## config.mk

```make
export PLATFORM = sky130hd
export DESIGN_NAME = quad_channelizer
export DESIGN_NICKNAME = d
export VERILOG_FILES = /design/src/rtl/qch_pkg.sv /design/src/rtl/qch_lo_gen.sv /design/src/rtl/qch_integ.sv /design/src/rtl/qch_comb.sv /design/src/rtl/quad_channelizer.sv
export SDC_FILE = /design/constraint.sdc
export NUM_CORES = 1
export LEC_CHECK = 0
export ABC_CLOCK_PERIOD_IN_PS = 4710
export BUFFER_PORTS_ARGS = -buffer_cell sky130_fd_sc_hd__buf_2
export CAP_MARGIN = 20
export CORE_MARGIN = 1.5
export CORE_UTILIZATION = 43
export DETAILED_ROUTE_END_ITERATION = 8
export GPL_TIMING_DRIVEN = 0
export PLACE_DENSITY = 0.58
export SYNTH_ARGS = -nofsm -noshare
export SYNTH_HDL_FRONTEND = slang
export SYNTH_HIERARCHICAL = 1
export SYNTH_SLANG_ARGS = --single-unit
```

## constraint.sdc

```tcl
create_clock -name clk -period 4.71 [get_ports clk]
set_input_delay 0.942 -clock clk [delete_from_list [all_inputs] [get_ports clk]]
set_output_delay 0.942 -clock clk [all_outputs]
set_load 0.005 [all_outputs]
```

## src/rtl/qch_pkg.sv

```systemverilog
package qch_pkg;

  typedef struct packed {
    logic lo_i;
    logic lo_q;
  } lo_pair_t;

  // Signed product of a one-bit sample and a one-bit oscillator, each read as +/-1
  function automatic logic signed [1:0] mix_sign(input logic d, input logic lo);
    return (d == lo) ? 2'sd1 : -2'sd1;
  endfunction

endpackage

```

## src/rtl/qch_lo_gen.sv

```systemverilog
module qch_lo_gen
  import qch_pkg::*;
#(
  parameter int STAGES = 2
) (
  input  logic     clk,
  input  logic     rst_n,
  input  logic     clear,
  input  logic     adv,
  output lo_pair_t lo
);
  logic [STAGES-1:0] t;
  logic [STAGES:0]   carry;

  assign carry[0] = adv;

  for (genvar k = 0; k < STAGES; k++) begin : g_tff
    logic tq;
    always_ff @(posedge clk or negedge rst_n) begin
      if (!rst_n)        tq <= 1'b0;
      else if (clear)    tq <= 1'b0;
      else if (carry[k]) tq <= ~tq;
    end
    assign t[k]       = tq;
    assign carry[k+1] = carry[k] & tq;
  end

  assign lo.lo_i = t[STAGES-1];
  assign lo.lo_q = t[STAGES-1] ^ t[STAGES-2];
endmodule

```

## src/rtl/qch_integ.sv

```systemverilog
module qch_integ #(
  parameter int W = 24
) (
  input  logic              clk,
  input  logic              rst_n,
  input  logic              clear,
  input  logic              adv,
  input  logic signed [1:0] m,
  output logic [W-1:0]      acc2
);
  logic [W-1:0] acc1;

  always_ff @(posedge clk or negedge rst_n) begin
    if (!rst_n) begin
      acc1 <= '0;
      acc2 <= '0;
    end else if (clear) begin
      acc1 <= '0;
      acc2 <= '0;
    end else if (adv) begin
      acc1 <= acc1 + {{(W-2){m[1]}}, m};
      acc2 <= acc2 + acc1;
    end
  end
endmodule

```

## src/rtl/qch_comb.sv

```systemverilog
module qch_comb #(
  parameter int W = 24
) (
  input  logic         clk,
  input  logic         rst_n,
  input  logic         clear,
  input  logic         take,
  input  logic [W-1:0] x,
  output logic [W-1:0] y
);
  logic [W-1:0] d1, d2, c1;

  assign c1 = x - d1;
  assign y  = c1 - d2;

  always_ff @(posedge clk or negedge rst_n) begin
    if (!rst_n) begin
      d1 <= '0;
      d2 <= '0;
    end else if (clear) begin
      d1 <= '0;
      d2 <= '0;
    end else if (take) begin
      d1 <= x;
      d2 <= c1;
    end
  end
endmodule

```

## src/rtl/quad_channelizer.sv

```systemverilog
module quad_channelizer
  import qch_pkg::*;
#(
  parameter int LO_STAGES  = 2,
  parameter int EXP_BITS   = 3,
  parameter int R_MIN_LOG2 = 4
) (
  input  logic                clk,
  input  logic                rst_n,
  input  logic                clear,
  input  logic [EXP_BITS-1:0] dec_exp,
  input  logic                in_valid,
  input  logic                in_bit,
  output logic                out_valid,
  output logic [2+2*(R_MIN_LOG2+(1<<EXP_BITS)-1)-1:0] out_i,
  output logic [2+2*(R_MIN_LOG2+(1<<EXP_BITS)-1)-1:0] out_q
);
  localparam int R_MAX_LOG2 = R_MIN_LOG2 + (1 << EXP_BITS) - 1;
  localparam int W          = 2 + 2 * R_MAX_LOG2;
  localparam int CW         = R_MAX_LOG2;

  logic [EXP_BITS-1:0] dec_act;
  logic [CW:0]         r_len;
  logic [CW-1:0]       last_idx, cnt;
  logic                adv, bnd, strobe, emit;
  logic [1:0]          fill;
  lo_pair_t            lo;
  logic [1:0][W-1:0]   y_path;

  assign adv      = in_valid & ~clear;
  assign r_len    = {{CW{1'b0}}, 1'b1} << (CW'(R_MIN_LOG2) + CW'(dec_act));
  assign last_idx = r_len[CW-1:0] - CW'(1);
  assign bnd      = adv && (cnt == last_idx);
  assign emit     = strobe && (fill == 2'd2);

  // Ratio exponent is loaded only by clear
  always_ff @(posedge clk or negedge rst_n) begin
    if (!rst_n)     dec_act <= '0;
    else if (clear) dec_act <= dec_exp;
  end

  // Downsampler: count accepted samples, flag the block boundary
  always_ff @(posedge clk or negedge rst_n) begin
    if (!rst_n) begin
      cnt    <= '0;
      strobe <= 1'b0;
      fill   <= '0;
    end else if (clear) begin
      cnt    <= '0;
      strobe <= 1'b0;
      fill   <= '0;
    end else begin
      strobe <= bnd;
      if (adv) cnt <= bnd ? '0 : cnt + CW'(1);
      if (strobe && fill != 2'd2) fill <= fill + 2'd1;
    end
  end

  qch_lo_gen #(.STAGES(LO_STAGES)) u_lo (
    .clk(clk), .rst_n(rst_n), .clear(clear), .adv(adv), .lo(lo)
  );

  for (genvar p = 0; p < 2; p++) begin : g_path
    logic              lo_bit;
    logic signed [1:0] m;
    logic [W-1:0]      acc;
    logic [W-1:0]      y;

    assign lo_bit = (p == 0) ? lo.lo_i : lo.lo_q;
    assign m      = mix_sign(in_bit, lo_bit);

    qch_integ #(.W(W)) u_int (
      .clk(clk), .rst_n(rst_n), .clear(clear), .adv(adv), .m(m), .acc2(acc)
    );
    qch_comb #(.W(W)) u_comb (
      .clk(clk), .rst_n(rst_n), .clear(clear), .take(strobe), .x(acc), .y(y)
    );
    assign y_path[p] = y;
  end

  always_ff @(posedge clk or negedge rst_n) begin
    if (!rst_n) begin
      out_valid <= 1'b0;
      out_i     <= '0;
      out_q     <= '0;
    end else if (clear) begin
      out_valid <= 1'b0;
      out_i     <= '0;
      out_q     <= '0;
    end else begin
      out_valid <= emit;
      if (emit) begin
        out_i <= y_path[0];
        out_q <= y_path[1];
      end
    end
  end
endmodule

```

==> results.py, run 1 <==
metrics = {
    "route": {
        "via_per_inst": 5.711,
        "wl_per_cell_um": 17.00,
        "ant_nets": 0,
        "num_vias": 18490,
        "drc": 0,
        "drt_pass1_iterations": 5,
        "routed_wl_um": 55040,
        "drtIter0Drc": 1028,
    },
    "synthesis": {
        "synthFlopType": "dfrtp_1",
        "synthTopCellsByArea": "dfrtp_1 (31%), ha_1 (11%), mux2i_1 (5.7%)",
        "synthXorXnorAreaFrac_pct": 6.051,
        "synth_async_sr_flop_share_pct": 100.0,
        "synthCells": 2441,
        "syn_area_per_cell_um2": 8.725,
        "synth_top_area_share_pct": 30.55,
        "yosys.area_share.simple_pct": 16.73,
        "synthesis.area_um2": 21300,
        "muxShareOfSynthArea_pct": 6.016,
        "synth_area_leader_cell": "dfrtp_1",
        "seq_area_frac_synth_pct": 30.55,
        "yosysUniqueCellTypes": 99,
        "synth_top_family_by_area": "compound AO/OA/AOI/OAI gates",
        "synth_edf_count": 0,
        "synthAdderAreaFrac_pct": 11.74,
        "synth_compound_area_share_pct": 23.85,
        "ys.warnings.count": 6,
        "synth_seq_cells": 260,
    },
    "cells_and_area": {
        "fin_cells": 3237,
        "area_delta_synth_final_pct": 13.38,
        "drive_gt1_share_pct": 9.639,
        "antenna_cells": 0,
        "fin_nets": 2751,
    },
    "floorplanning": {
        "die_h_um": 225.5,
        "std_cell_rows": 81,
        "coreArea_um2": 48950,
        "die_area_um2": 50870,
        "io_pins": 57,
        "die_w_um": 225.5,
        "start_util_pct": 43.51,
    },
    "global_routing": {
        "grt_pass1_wl_um": 90890,
        "antenna_found_initial": 0,
        "grt_max_degree": 97,
        "grt.overflow.total": 0,
        "grt_pass1_vias": 17930,
        "grt_usage_pct": 21.61,
    },
    "power_and_ir_drop": {
        "ir_drop_uv": 286.8,
        "p_leak_nw": 11.05,
        "p_per_area_nw_per_um2": 375.1,
    },
    "sta": {
        "report.final.slew_viol_count": 0,
        "max_freq_mhz": 219.0,
        "fin_crit_sh_pct": 96.93,
        "setup_tns_ps": 0,
        "hold_viol": 0,
        "worst_pin_slew_ps": 958.0,
        "max-slew-margin-rel_pct": 36.13,
        "final.min_clock_period_ps": 4566,
        "fin_skew_ps": 12.66,
        "finalSetupViolCount": 0,
    },
    "cts": {
        "cts.clk_slew.worst_paths_ps": 70,
        "clock_latency_ps": 590,
        "clk_path_buf_depth": 3,
        "cts_root_buffer": "clkbuf_16",
        "htree_levels": 1,
        "cts-buffers-inserted": 31,
        "cts_tree": "yes",
        "ctsHoldBuffers": 0,
        "cts.sinks": 260,
    },
    "critical_path": {
        "path_max_fanout": 8,
        "cp.required_ps": 5180,
        "crit_type": "reg2reg",
        "endpoint_kind": "register",
        "ff2ff_path_depth": 16,
        "worstReg2RegStart": "g_path[0].u_int/acc2[6]",
        "r2r-end": "out_i[23]",
        "regToRegSetupSlack_ps": 140,
        "critPathLaunchType": "register",
        "critPathArrivalTime_ps": 5040,
    },
    "outcome": {
        "outcome": "finished, final reports clean",
    },
    "placed_design": {
        "portBuffers": 56,
        "hpwl_um": 41260,
        "gpl.final_weighted_congestion": 0.8969,
        "dp.cells": 3166,
    },
    "run": {
        "cap_viol_max_count": 0,
    },
    "min_path": {
        "hp-class": "in2async",
    },
}
## synthesized netlist by cell type, types with 22 or more instances
| library cell | count |
|---|---|
| nor3_1 | 42 |
| nor2_1 | 245 |
| o211ai_1 | 30 |
| nand3_1 | 79 |
| xnor2_1 | 89 |
| o21ai_0 | 70 |
| inv_1 | 157 |
| a31oi_1 | 22 |
| o21ai_1 | 31 |
| dfrtp_1 | 260 |
| nand4_1 | 23 |
| nand2_1 | 138 |
| a21oi_1 | 176 |
| and3_1 | 35 |
| xor2_1 | 53 |
| ha_1 | 187 |
| mux2i_1 | 122 |
| a22o_1 | 53 |
| nand2b_1 | 26 |
| o21bai_1 | 23 |
| clkbuf_1 | 79 |
| o21a_1 | 33 |
| a21o_1 | 95 |
| a211oi_1 | 38 |
## through the flow
step / hold WS, ps / worst slack (ps) / util [%] / area, um^2 / power, mW
after floorplan: 479.3 / 235.7 / - / 21300 / 5.203
after global placement: 478.7 / -2229 / 45.78 / 22410 / 5.930
after detailed placement: 476.0 / -502.2 / 46.01 / 22520 / 5.999
after CTS: 308.9 / 2.798 / 48.97 / 23970 / 9.019
after global routing: 331.9 / -9.437 / 49.33 / 24150 / 9.651
final: 283.8 / 144.4 / 49.33 / 24150 / 9.057
## flip-flops by register name, indices dropped and copies added (netlist names)
register           count
out_i                 24
fill                   2
u_lo/g_tff.tq          2
g_path.u_comb/d2      48
out_q                 24
g_path.u_int/acc1     48
out_valid              1
g_path.u_comb/d1      48
g_path.u_int/acc2     48
dec_act                3
cnt                   11
strobe                 1
## kinds of logic after synthesis
kind of cell	Yosys count
flops	260
xor+xnor	144
fa+ha+maj	195
mux	127
simple gates	721
buf+inv	270
compound gates	723
other cells	1
## layout by cell type, fill, tap and decap left out, types with 41 or more instances in the layout
cell type | Yosys | final
buf_2 | 6 | 61
a21o_1 | 95 | 95
a21oi_1 | 176 | 169
xnor2_1 | 89 | 89
nor3_1 | 42 | 41
ha_1 | 187 | 172
nand3_1 | 79 | 79
o21ai_0 | 70 | 65
inv_1 | 157 | 157
a22o_1 | 53 | 53
nor2_1 | 245 | 245
nand2_1 | 138 | 138
dfrtp_1 | 260 | 251
xor2_1 | 53 | 48
mux2i_1 | 122 | 122
clkbuf_1 | 79 | 79
## routing by layer
metal  track usage, %  wire, um  vias up
met1            28.19     25050     8988
met5                0         0        -
met2            38.03     27020      298
met4            5.239      1216        0
li1                 -         -     9126
met3            2.412      1751       75
## worst max path at each step
stage                     slack, ps                      end               startpoint
after floorplan                 240                out_i[23]  g_path[0].u_int/acc2[6]
after global placement        -2230  g_path[1].u_int/acc1[2]                    rst_n
after detailed placement       -500                out_q[23]  g_path[1].u_int/acc2[0]
after CTS                         3                out_q[23]  g_path[1].u_int/acc2[5]
after global routing             -9                out_i[23]  g_path[0].u_int/acc2[2]
final                           140                out_i[23]  g_path[0].u_int/acc2[6]
## area by class of cell
class	instances	area [um^2]
multi-input cells	1912	14010
inverters	159	596.8
clock inverters	18	357.8
well taps	664	830.8
plain buffers	109	469.2
repair buffers	75	488.0
flip-flops and latches	260	6518
clock buffers	40	879.6
fillers	4734	24810
## worst max-delay path: stages (launching register included)
cell      delay (ps)
dfrtp_2          450
ha_4             280
a21o_1           170
a21o_1           230
a211oi_1         440
a21oi_2           90
buf_4            190
a211oi_1         260
xnor2_1          190
ha_1             320
a21oi_1          250
o21ai_2          130
or4_1            510
a21oi_1          130
and4bb_2         270
xnor3_1          330
a22o_1           210
## power breakdown
group          total, mW  internal (mW)  switching, mW
Sequential          2.40           2.30         0.0922
Clock               2.90           1.86           1.03
Combinational       3.77           1.62           2.15
## what timing repair did
action	in CTS	in global routing
resized for setup	30	29
setup endpoints to repair	6	5
pin swaps	6	12
buffers inserted	7	8
Note: power is estimated with default switching activity, not from simulation.
==> run 2: changes to the inputs <==
--- a/config.mk
+++ b/config.mk
@@ -15,5 +15,4 @@
 export PLACE_DENSITY = 0.58
 export SYNTH_ARGS = -nofsm -noshare
 export SYNTH_HDL_FRONTEND = slang
-export SYNTH_HIERARCHICAL = 1
 export SYNTH_SLANG_ARGS = --single-unit
==> results.py, run 2 <==
metrics = {
    "outcome": {
        "outcome": "finished, final reports clean",
    },
    "synthesis": {
        "ys.warnings.count": 0,
        "synth_area_leader_cell": "dfrtp_1",
        "synthXorXnorAreaFrac_pct": 6.683,
        "muxShareOfSynthArea_pct": 7.236,
        "synthTopCellsByArea": "dfrtp_1 (33%), ha_1 (12%), mux2i_1 (6.9%)",
        "syn_nets": 2394,
        "synth_async_sr_flop_share_pct": 100.0,
        "synth_top_area_share_pct": 33.42,
        "synthFlopType": "dfrtp_1",
        "synth_most_common_cell": "dfrtp_1",
        "synthAdderAreaFrac_pct": 12.71,
        "synth_seq_cells": 260,
        "synth_common_cells": "dfrtp_1 (260), nor2_1 (240), ha_1 (185), nand2_1 (161), a21oi_1 (145)",
        "yosysUniqueCellTypes": 85,
        "synthesis.area_um2": 19470,
        "seq_area_frac_synth_pct": 33.42,
        "synth_compound_area_share_pct": 20.26,
        "synthCells": 2193,
        "synth_edf_count": 0,
        "syn_area_per_cell_um2": 8.878,
        "synth_top_family_by_area": "compound AO/OA/AOI/OAI gates",
        "yosys.area_share.simple_pct": 15.55,
    },
    "cells_and_area": {
        "antenna_cells": 0,
        "postLayoutCellArea_um2": 21740,
        "fin_nets": 2489,
        "area_delta_synth_final_pct": 11.64,
        "drive_gt1_share_pct": 7.149,
        "seqCellArea_um2": 6509,
        "layout_common_cells": "dfrtp_1 (258), nor2_1 (240), ha_1 (184), nand2_1 (161), o21ai_0 (143)",
        "final_common_cell": "dfrtp_1",
        "fillCellCount": 4275,
        "multiInputGateArea_um2": 12250,
    },
    "floorplanning": {
        "std_cell_rows": 77,
        "die_h_um": 215.8,
        "start_util_pct": 43.84,
        "io_pins": 57,
        "die_area_um2": 46570,
        "die_w_um": 215.8,
        "coreArea_um2": 44410,
    },
    "route": {
        "drt_pass1_iterations": 5,
        "num_vias": 15750,
        "drtIter0Drc": 954,
        "wl_per_cell_um": 16.55,
        "drc": 0,
        "ant_nets": 0,
        "via_per_inst": 5.431,
        "routed_wl_um": 47990,
    },
    "cts": {
        "cts.clk_slew.worst_paths_ps": 60,
        "clk_path_buf_depth": 3,
        "cts.sinks": 260,
        "cts_root_buffer": "clkbuf_16",
        "htree_levels": 2,
        "cts_tree": "yes",
        "cts-buffers-inserted": 34,
        "clock_latency_ps": 540,
    },
    "power_and_ir_drop": {
        "finalPower_mw": 14.41,
        "p_leak_nw": 10.03,
        "ir_drop_uv": 397.4,
        "p_per_area_nw_per_um2": 663.1,
    },
    "sta": {
        "max_freq_mhz": 228.1,
        "finalSetupViolCount": 0,
        "fin_skew_ps": 21.89,
        "hold_viol": 0,
        "rsz0062_at_grt": "false",
        "setup_tns_ps": 0,
        "final.min_clock_period_ps": 4384,
        "report.final.slew_viol_count": 0,
        "worst_pin_slew_ps": 1013,
        "max-slew-margin-rel_pct": 32.46,
        "fin_crit_sh_pct": 93.07,
    },
    "run": {
        "cap_viol_max_count": 0,
    },
    "global_routing": {
        "gr-max-usage-layer": "met2",
        "antenna_found_initial": 0,
        "use_met2_pct": 33.78,
        "grt_pass1_wl_um": 79090,
        "met1_usage_pct": 28.70,
        "grt_max_degree": 107,
        "grt_pass1_vias": 15300,
        "met3_usage_pct": 2.537,
        "grt_usage_pct": 20.76,
        "grt.overflow.total": 0,
    },
    "placed_design": {
        "portBuffers": 54,
        "postPlaceCellArea_um2": 20600,
        "gpl.final_weighted_congestion": 0.8662,
        "hpwl_um": 36310,
    },
    "critical_path": {
        "endpoint_kind": "register",
        "critPathArrivalTime_ps": 4810,
        "path_max_fanout": 5,
        "crit_type": "reg2reg",
        "cp.required_ps": 5140,
        "critPathLaunchType": "register",
    },
    "min_path": {
        "hp-class": "in2async",
    },
}
-- run 2: cell families after synthesis --
group	after synthesis
adder cells (fa/ha/maj)	193
buffers and inverters	215
XOR/XNOR	147
multiplexers	140
AND/OR/NAND/NOR	646
flip-flops	260
AO/OA/AOI/OAI	592
-- run 2: routing by layer --
metal,share of wire (%),routed length (um),vias to the layer above
li1,-,-,8029
met1,50,23810,7403
met2,45,21510,238
met3,3.0,1447,81
met4,2.6,1226,0
met5,0,0,-
-- run 2: through the flow --
step                instances  hold WS [ps]  utilization [%]  worst slack [ps]
floorplan                2193         467.3                -             80.17
global placement         2839         458.1            46.17             -2274
detailed placement       2842         465.2            46.38            -544.2
CTS                      2898         363.8            48.75             12.67
global route             2900         398.3            48.94             16.90
finish                   2900         350.8            48.94             326.2
-- run 2: worst paths after layout --
check | slack (ps) | startpoint | depth (start not counted) | endpoint
setup / recovery | 330 | g_path[0].u_int.acc2[0] | 20 | out_i[23]
hold / removal | 350 | rst_n | 1 | g_path[0].u_int.acc1[8]
setup reg to reg | 330 | g_path[0].u_int.acc2[0] | 20 | out_i[23]
hold reg to reg | 470 | out_i[19] | 2 | out_i[19]
max in group asynchronous | 3020 | rst_n | 3 | out_q[7]
min in group clk | 470 | out_i[19] | 2 | out_i[19]
-- run 2: critical path: stages (launching register included) --
cell and delay (ps):
dfrtp_1 370, inv_1 50, ha_1 220, fa_1 430
nor2b_2 140, o31a_1 190, o31ai_2 90, a31o_2 230
o21ai_0 180, a21oi_1 110, xnor2_1 280, ha_1 350
a21o_1 200, a21oi_1 140, o21bai_1 90, a21o_1 190
a21oi_2 170, o21ai_2 110, a311oi_2 280, xnor3_1 280
a22o_1 190
-- run 2: area by class of cell --
cell class	count	share of cell area, %
plain buffers	75	1.301
clock buffers	48	4.484
clock inverters	8	0.3454
inverters	139	2.400
multi-input cells	1719	56.38
flip-flops and latches	260	29.94
well taps	592	3.408
repair buffers	59	1.738
-- run 2: timing repair --
item                       CTS  global route
resized for setup            0            14
hold buffers                 0             0
buffers inserted             0             2
setup endpoints to repair    0            13
-- run 2: power by group --
part / internal [mW] / switching (mW)
Combinational: 4.00 / 5.17
Sequential: 2.45 / 0.295
Clock: 1.49 / 1.01
